--- config.mk ---
export PLATFORM = sky130hd
export DESIGN_NAME = uart_irq_ctrl
export DESIGN_NICKNAME = d
export VERILOG_FILES = /design/src/rtl/uart_irq_ctrl.sv
export SDC_FILE = /design/constraint.sdc
export NUM_CORES = 1
export LEC_CHECK = 0
export BUFFER_PORTS_ARGS = -buffer_cell sky130_fd_sc_hd__buf_2
export CORE_MARGIN = 2
export CORE_UTILIZATION = 60
export CTS_BUF_LIST = sky130_fd_sc_hd__clkbuf_8 sky130_fd_sc_hd__clkbuf_16
export CTS_CLUSTER_DIAMETER = 80
export DETAILED_ROUTE_END_ITERATION = 8
export PLACE_DENSITY = 0.8
export RECOVER_POWER = 25
export SETUP_SLACK_MARGIN = 0.05
export SLEW_MARGIN = 40
export SYNTH_ARGS = -nofsm -noshare
export SYNTH_HDL_FRONTEND = slang
export SYNTH_SLANG_ARGS = --single-unit
--- constraint.sdc ---
create_clock -name clk -period 9.1 [get_ports clk]
set_input_delay 1.82 -clock clk [delete_from_list [all_inputs] [get_ports clk]]
set_output_delay 1.82 -clock clk [all_outputs]
set_load 0.005 [all_outputs]
--- src/rtl/uart_irq_ctrl.sv ---
module uart_irq_ctrl #(
  parameter int DEPTH = 64,
  parameter int DW    = 8,
  parameter int TW    = 8
) (
  input  logic          clk,
  input  logic          rst_n,
  input  logic          bus_mode,
  input  logic          ier_tx_en,
  input  logic          ier_rx_en,
  input  logic          fcr_wr,
  input  logic [7:0]    fcr_wdata,
  input  logic [TW-1:0] tx_trig,
  input  logic [TW-1:0] rx_trig,
  input  logic          tx_push,
  input  logic [DW-1:0] tx_wdata,
  input  logic          tx_pop,
  output logic [DW-1:0] tx_rdata,
  input  logic          rx_push,
  input  logic [DW-1:0] rx_wdata,
  input  logic          rx_pop,
  output logic [DW-1:0] rx_rdata,
  output logic [$clog2(DEPTH):0] tx_level,
  output logic [$clog2(DEPTH):0] rx_level,
  output logic          irq_pin
);
  localparam int AW = $clog2(DEPTH);
  localparam int CW = AW + 1;

  logic          fifo_en;
  logic          pend_q;
  logic [CW-1:0] tx_cnt, rx_cnt, cap;
  logic [AW-1:0] tx_wp, tx_rp, rx_wp, rx_rp;
  logic [DW-1:0] tx_mem [DEPTH];
  logic [DW-1:0] rx_mem [DEPTH];
  logic          mode_flip, tx_in, tx_out, rx_in, rx_out;
  logic [CW-1:0] tx_thr, rx_thr;
  logic          tx_req, rx_req;
  logic          unused_fcr;

  function automatic logic [CW-1:0] clamp_trig(input logic [TW-1:0] t);
    if (t == '0) return CW'(1);
    if (32'(t) > DEPTH) return CW'(DEPTH);
    return CW'(t);
  endfunction

  assign unused_fcr = ^fcr_wdata[7:1];
  assign mode_flip  = fcr_wr && (fcr_wdata[0] != fifo_en);
  assign cap        = fifo_en ? CW'(DEPTH) : CW'(1);

  assign tx_in  = tx_push && (tx_cnt < cap);
  assign tx_out = tx_pop  && (tx_cnt != '0);
  assign rx_in  = rx_push && (rx_cnt < cap);
  assign rx_out = rx_pop  && (rx_cnt != '0);

  assign tx_rdata = (tx_cnt == '0) ? '0 : tx_mem[tx_rp];
  assign rx_rdata = (rx_cnt == '0) ? '0 : rx_mem[rx_rp];
  assign tx_level = tx_cnt;
  assign rx_level = rx_cnt;

  assign tx_thr = clamp_trig(tx_trig);
  assign rx_thr = clamp_trig(rx_trig);
  assign tx_req = fifo_en ? (tx_cnt < tx_thr)  : (tx_cnt == '0);
  assign rx_req = fifo_en ? (rx_cnt >= rx_thr) : (rx_cnt != '0);

  assign irq_pin = bus_mode ? pend_q : ~pend_q;

  always_ff @(posedge clk or negedge rst_n) begin
    if (!rst_n) begin
      fifo_en <= 1'b0;
      pend_q  <= 1'b0;
      tx_cnt  <= '0;
      rx_cnt  <= '0;
      tx_wp   <= '0;
      tx_rp   <= '0;
      rx_wp   <= '0;
      rx_rp   <= '0;
    end else begin
      pend_q <= (tx_req && ier_tx_en) || (rx_req && ier_rx_en);
      if (fcr_wr) fifo_en <= fcr_wdata[0];
      if (mode_flip) begin
        tx_cnt <= '0;
        rx_cnt <= '0;
        tx_wp  <= '0;
        tx_rp  <= '0;
        rx_wp  <= '0;
        rx_rp  <= '0;
      end else begin
        tx_cnt <= tx_cnt + CW'(tx_in) - CW'(tx_out);
        rx_cnt <= rx_cnt + CW'(rx_in) - CW'(rx_out);
        if (tx_in)  tx_wp <= tx_wp + 1'b1;
        if (tx_out) tx_rp <= tx_rp + 1'b1;
        if (rx_in)  rx_wp <= rx_wp + 1'b1;
        if (rx_out) rx_rp <= rx_rp + 1'b1;
      end
    end
  end

  always_ff @(posedge clk) begin
    if (tx_in && !mode_flip) tx_mem[tx_wp] <= tx_wdata;
    if (rx_in && !mode_flip) rx_mem[rx_wp] <= rx_wdata;
  end

  assert_no_overflow_R9: assert property (@(posedge clk) disable iff (!rst_n)
    (32'(tx_cnt) <= DEPTH) && (32'(rx_cnt) <= DEPTH));

  assert_single_hold_R2: assert property (@(posedge clk) disable iff (!rst_n)
    !fifo_en |-> (tx_cnt <= 1) && (rx_cnt <= 1));

  assert_mode_clear_R6: assert property (@(posedge clk) disable iff (!rst_n)
    mode_flip |=> (tx_level == '0) && (rx_level == '0));

  assert_empty_zero_R9: assert property (@(posedge clk) disable iff (!rst_n)
    (rx_level == '0) |-> (rx_rdata == '0));

  assert_gated_off_R8: assert property (@(posedge clk) disable iff (!rst_n)
    (!ier_tx_en && !ier_rx_en) |=> (irq_pin == !bus_mode));

  assert_unit_step_R11: assert property (@(posedge clk) disable iff (!rst_n)
    !mode_flip |=> (tx_cnt == $past(tx_cnt) || tx_cnt == $past(tx_cnt) + 1'b1 ||
                    tx_cnt == $past(tx_cnt) - 1'b1));
endmodule

==> metrics.txt <==
fraction of the core area covered by cells at the end of the flow=67.1%; cell chosen for the clock root=sky130_fd_sc_hd__clkbuf_16; die boundary width=270 microns; post-synth top area cell=sky130_fd_sc_hd__edfxtp_1; count of max-cap constraint violations=17; CP peak stage delay=0.72 ns; highest attainable clock frequency=0.174 GHz; height of the die=270 microns; TritonRoute pass-1 iters=6; commonest non-fill, non-tap cells in the layout=1024 x sky130_fd_sc_hd__edfxtp_1, 196 x sky130_fd_sc_hd__mux4_2, 167 x sky130_fd_sc_hd__nor2_1; FF/Latch Area=31800 sq um; antenna violations before repair=0; number of synthesis warnings=0; via count of the routed design=about 22000; H-tree lvl count=3; I/O pin total=81; maximum VDD drop=0.000204 V; count of final max-slew check failures=around 1100; number of nets produced by synthesis=2314; hpwl dp=51700 microns; average via count per standard cell=6.51; row cnt=97; share of the clock period used by the worst path=63.3%; category of the worst setup path launch point=flop; number of buffers created by CTS=a little over 100; number of buffer and inverter instances along the worst setup path=2; share of final-layout standard cells stronger than drive strength 1=19.5%; power density of the placed cells=272 nW/um^2; worst skew pair latency=0.70 ns; total routed wirelength=roughly 92000 microns; register bit total from synthesis=1064; multi-input gate area in the final layout=roughly 10000 sq um; TritonCTS clock tree=built; count of buffers inserted at the top-level ports=73; highest-delay cell along the critical path=sky130_fd_sc_hd__nand2_1; final hold violations=0; wire length per cell after detailed routing=27.6 microns; CTS Sinks=roughly 1100; cell count after synthesis=roughly 2200; post-CTS sizing=0; sequential-to-total area share from yosys stat=between 70% and 80%; global route total overflow=0; placeable core region=between 70000 and 80000 sq um; accumulated negative setup slack=0 ns; top post-synthesis cells by area=sky130_fd_sc_hd__edfxtp_1 73%, sky130_fd_sc_hd__mux4_2 10%, sky130_fd_sc_hd__mux2i_1 2.6%, sky130_fd_sc_hd__dfrtp_1 2.4%, sky130_fd_sc_hd__nor2_1 1.6%; via count of the first global-routing pass=22100; transition time at the pin with the least slew margin=3.25 ns; Synth async-reset ratio=3.76%; Clock Pin Slew Worst Setup and Hold Paths=approximately 0.06 ns; DRC Markers=0; EDFF count, synth=approximately 1000; critical path required time=7.28 ns; Most used DFF post-synth=sky130_fd_sc_hd__edfxtp_1; post-route clock skew=0.0724 ns; family with the most delay on the worst path=compound AO/OA/AOI/OAI gates; Yosys top cell area share=72.6%; area of the die=72800 sq um; pin count of the biggest net entering global routing=about 120; DRC marker count from the first detailed-route iteration=2435; initial core utilization=60.5%; number of hold-repair buffers added at the cts stage=0; maximum fanout encountered on the critical timing path=50; library cells used by synthesis=54; leakage power of the design=15.1 nW; Routability Congestion=0.841; RSZ-0062 raised after global routing=false; Filler cells=4319; CP cell instances=buf_4, nand2_1, o22ai_1, a211oi_1, a21oi_1, a22o_1, buf_2; Netlist Area Pre-Place=42400 sq um; Post CTS Setup Buffer Count=0; most frequent standard cell in the layout excluding fill and tap cells=sky130_fd_sc_hd__edfxtp_1; Total Routing Usage GR=25.3%; Crit. End Element=output pin; arrival time at the worst endpoint=3.94 ns; worst relative slew slack=-117%; area overhead of the layout relative to synthesis=10.8%; Final Hold Slack=0.569 ns; violations in the final reports=capacitance limit, slew limit; run status=complete, but fails checks; Final setup violation count=0; clock period minus worst slack=5.76 ns; wire length of the first global-routing pass=approximately 140000 microns; Critical Setup Path Class=flop to output pin; Post-Syn Area per Cell=19.1 sq um; antenna viol nets, final=0; class of the tightest hold or removal check=flop to flop; clock buffer depth=3; final layout net count=2390; count of antenna diodes in the layout=0
sequential cells by signal, indices dropped and copies added, names as in the netlist:
signal	cells
rx_level	7
rx_rp	6
tx_mem	512
rx_wp	6
tx_rp	6
pend_q	1
fifo_en	1
tx_level	7
rx_mem	512
tx_wp	6
worst min-delay path: stages (launching register included):
cell	delay [ns]
sky130_fd_sc_hd__dfrtp_1	0.37
sky130_fd_sc_hd__xor2_1	0.07
sky130_fd_sc_hd__nor2_1	0.08
area by class of cell:
class                   instances  share of cell area, %
multi-input cells            1006                   21.2
repair buffers                 93                   1.31
clock buffers                 105                   5.55
flip-flops and latches       1064                   67.6
clock inverters                90                   1.56
inverters                      27                  0.216
well taps                     940                   2.50
metal layers:
layer	global-route usage, %	routed length, microns
met1	33.9	34000
met2	41.7	46500
met3	4.08	7380
met4	11.0	3810
met5	0	0
report_power, final:
| part | internal, mW | switching (mW) | total [mW] |
|---|---|---|---|
| registers | 5.48 | 0.178 | 5.65 |
| logic | 1.36 | 1.59 | 2.94 |
| clock network | 2.32 | 1.83 | 4.16 |
kinds of logic (layout without fill, tap and decap cells):
group / Yosys count / in the layout / synth area share, %
DFF: 1064 / 1064 / 74.9
and+or+nand+nor: 336 / 336 / 3.58
muxes: 319 / 319 / 13.4
AOI/OAI and AO/OA: 274 / 274 / 4.44
buffers and inverters: 149 / 315 / 1.66
adders and majority gates: 45 / 45 / 1.36
xor gates and xnor gates: 32 / 32 / 0.661
synth_stat cells, types with 3 or more instances:
cell type and instances:
sky130_fd_sc_hd__mux2i_1 109, sky130_fd_sc_hd__o31ai_1 4, sky130_fd_sc_hd__and2_1 5, sky130_fd_sc_hd__nand3b_2 4, sky130_fd_sc_hd__o21bai_1 8, sky130_fd_sc_hd__mux4_2 196
sky130_fd_sc_hd__o21ai_0 8, sky130_fd_sc_hd__o22ai_1 26, sky130_fd_sc_hd__buf_4 17, sky130_fd_sc_hd__buf_2 35, sky130_fd_sc_hd__nand2b_1 8, sky130_fd_sc_hd__a211oi_1 28
sky130_fd_sc_hd__buf_6 5, sky130_fd_sc_hd__xor2_1 17, sky130_fd_sc_hd__clkbuf_1 51, sky130_fd_sc_hd__ha_1 43, sky130_fd_sc_hd__a22o_1 16, sky130_fd_sc_hd__nor3b_1 4
sky130_fd_sc_hd__nor2b_1 10, sky130_fd_sc_hd__or3_1 5, sky130_fd_sc_hd__inv_1 27, sky130_fd_sc_hd__nand3_1 13, sky130_fd_sc_hd__edfxtp_1 1024, sky130_fd_sc_hd__nand3b_1 5
sky130_fd_sc_hd__buf_1 14, sky130_fd_sc_hd__nor3_1 3, sky130_fd_sc_hd__dfrtp_1 40, sky130_fd_sc_hd__xnor2_1 15, sky130_fd_sc_hd__nor2_1 178, sky130_fd_sc_hd__mux2_2 14
sky130_fd_sc_hd__nand2_1 79, sky130_fd_sc_hd__a21oi_1 79, sky130_fd_sc_hd__a22oi_1 66, sky130_fd_sc_hd__nand4_1 7, sky130_fd_sc_hd__o221ai_1 22, sky130_fd_sc_hd__o211ai_1 6
sky130_fd_sc_hd__nand3_2 3
path summary, 6_finish.rpt:
path	start	end	slack [ns]	cells past startpoint
max in group asynchronous	rst_n	tx_rp[0]$_DFFE_PN0P_	5.33	1
min in group asynchronous	rst_n	rx_wp[4]$_DFFE_PN0P_	1.94	1
worst min-delay path	rx_rp[5]$_DFFE_PN0P_	rx_rp[5]$_DFFE_PN0P_	0.57	2
worst max-delay path	tx_rp[1]$_DFFE_PN0P_	tx_rdata[0]	3.34	7
worst min register to register	rx_rp[5]$_DFFE_PN0P_	rx_rp[5]$_DFFE_PN0P_	0.57	2
worst max register to register	rx_level[1]$_DFF_PN0_	rx_mem[63][0]$_DFFE_PP_	5.45	8
through the flow:
step	power [mW]	worst slack (ns)	cells	instance area, sq um
2_1_floorplan	7.81	5.26	2219	42400
3_3_place_gp	8.55	3.76	3124	43500
3_5_place_dp	8.64	3.64	3125	43500
4_1_cts	12.8	2.81	3320	46900
5_1_grt	13.2	3.15	3325	47000
6_report	12.8	3.34	3325	47000
(Power assumes the default switching activity.)
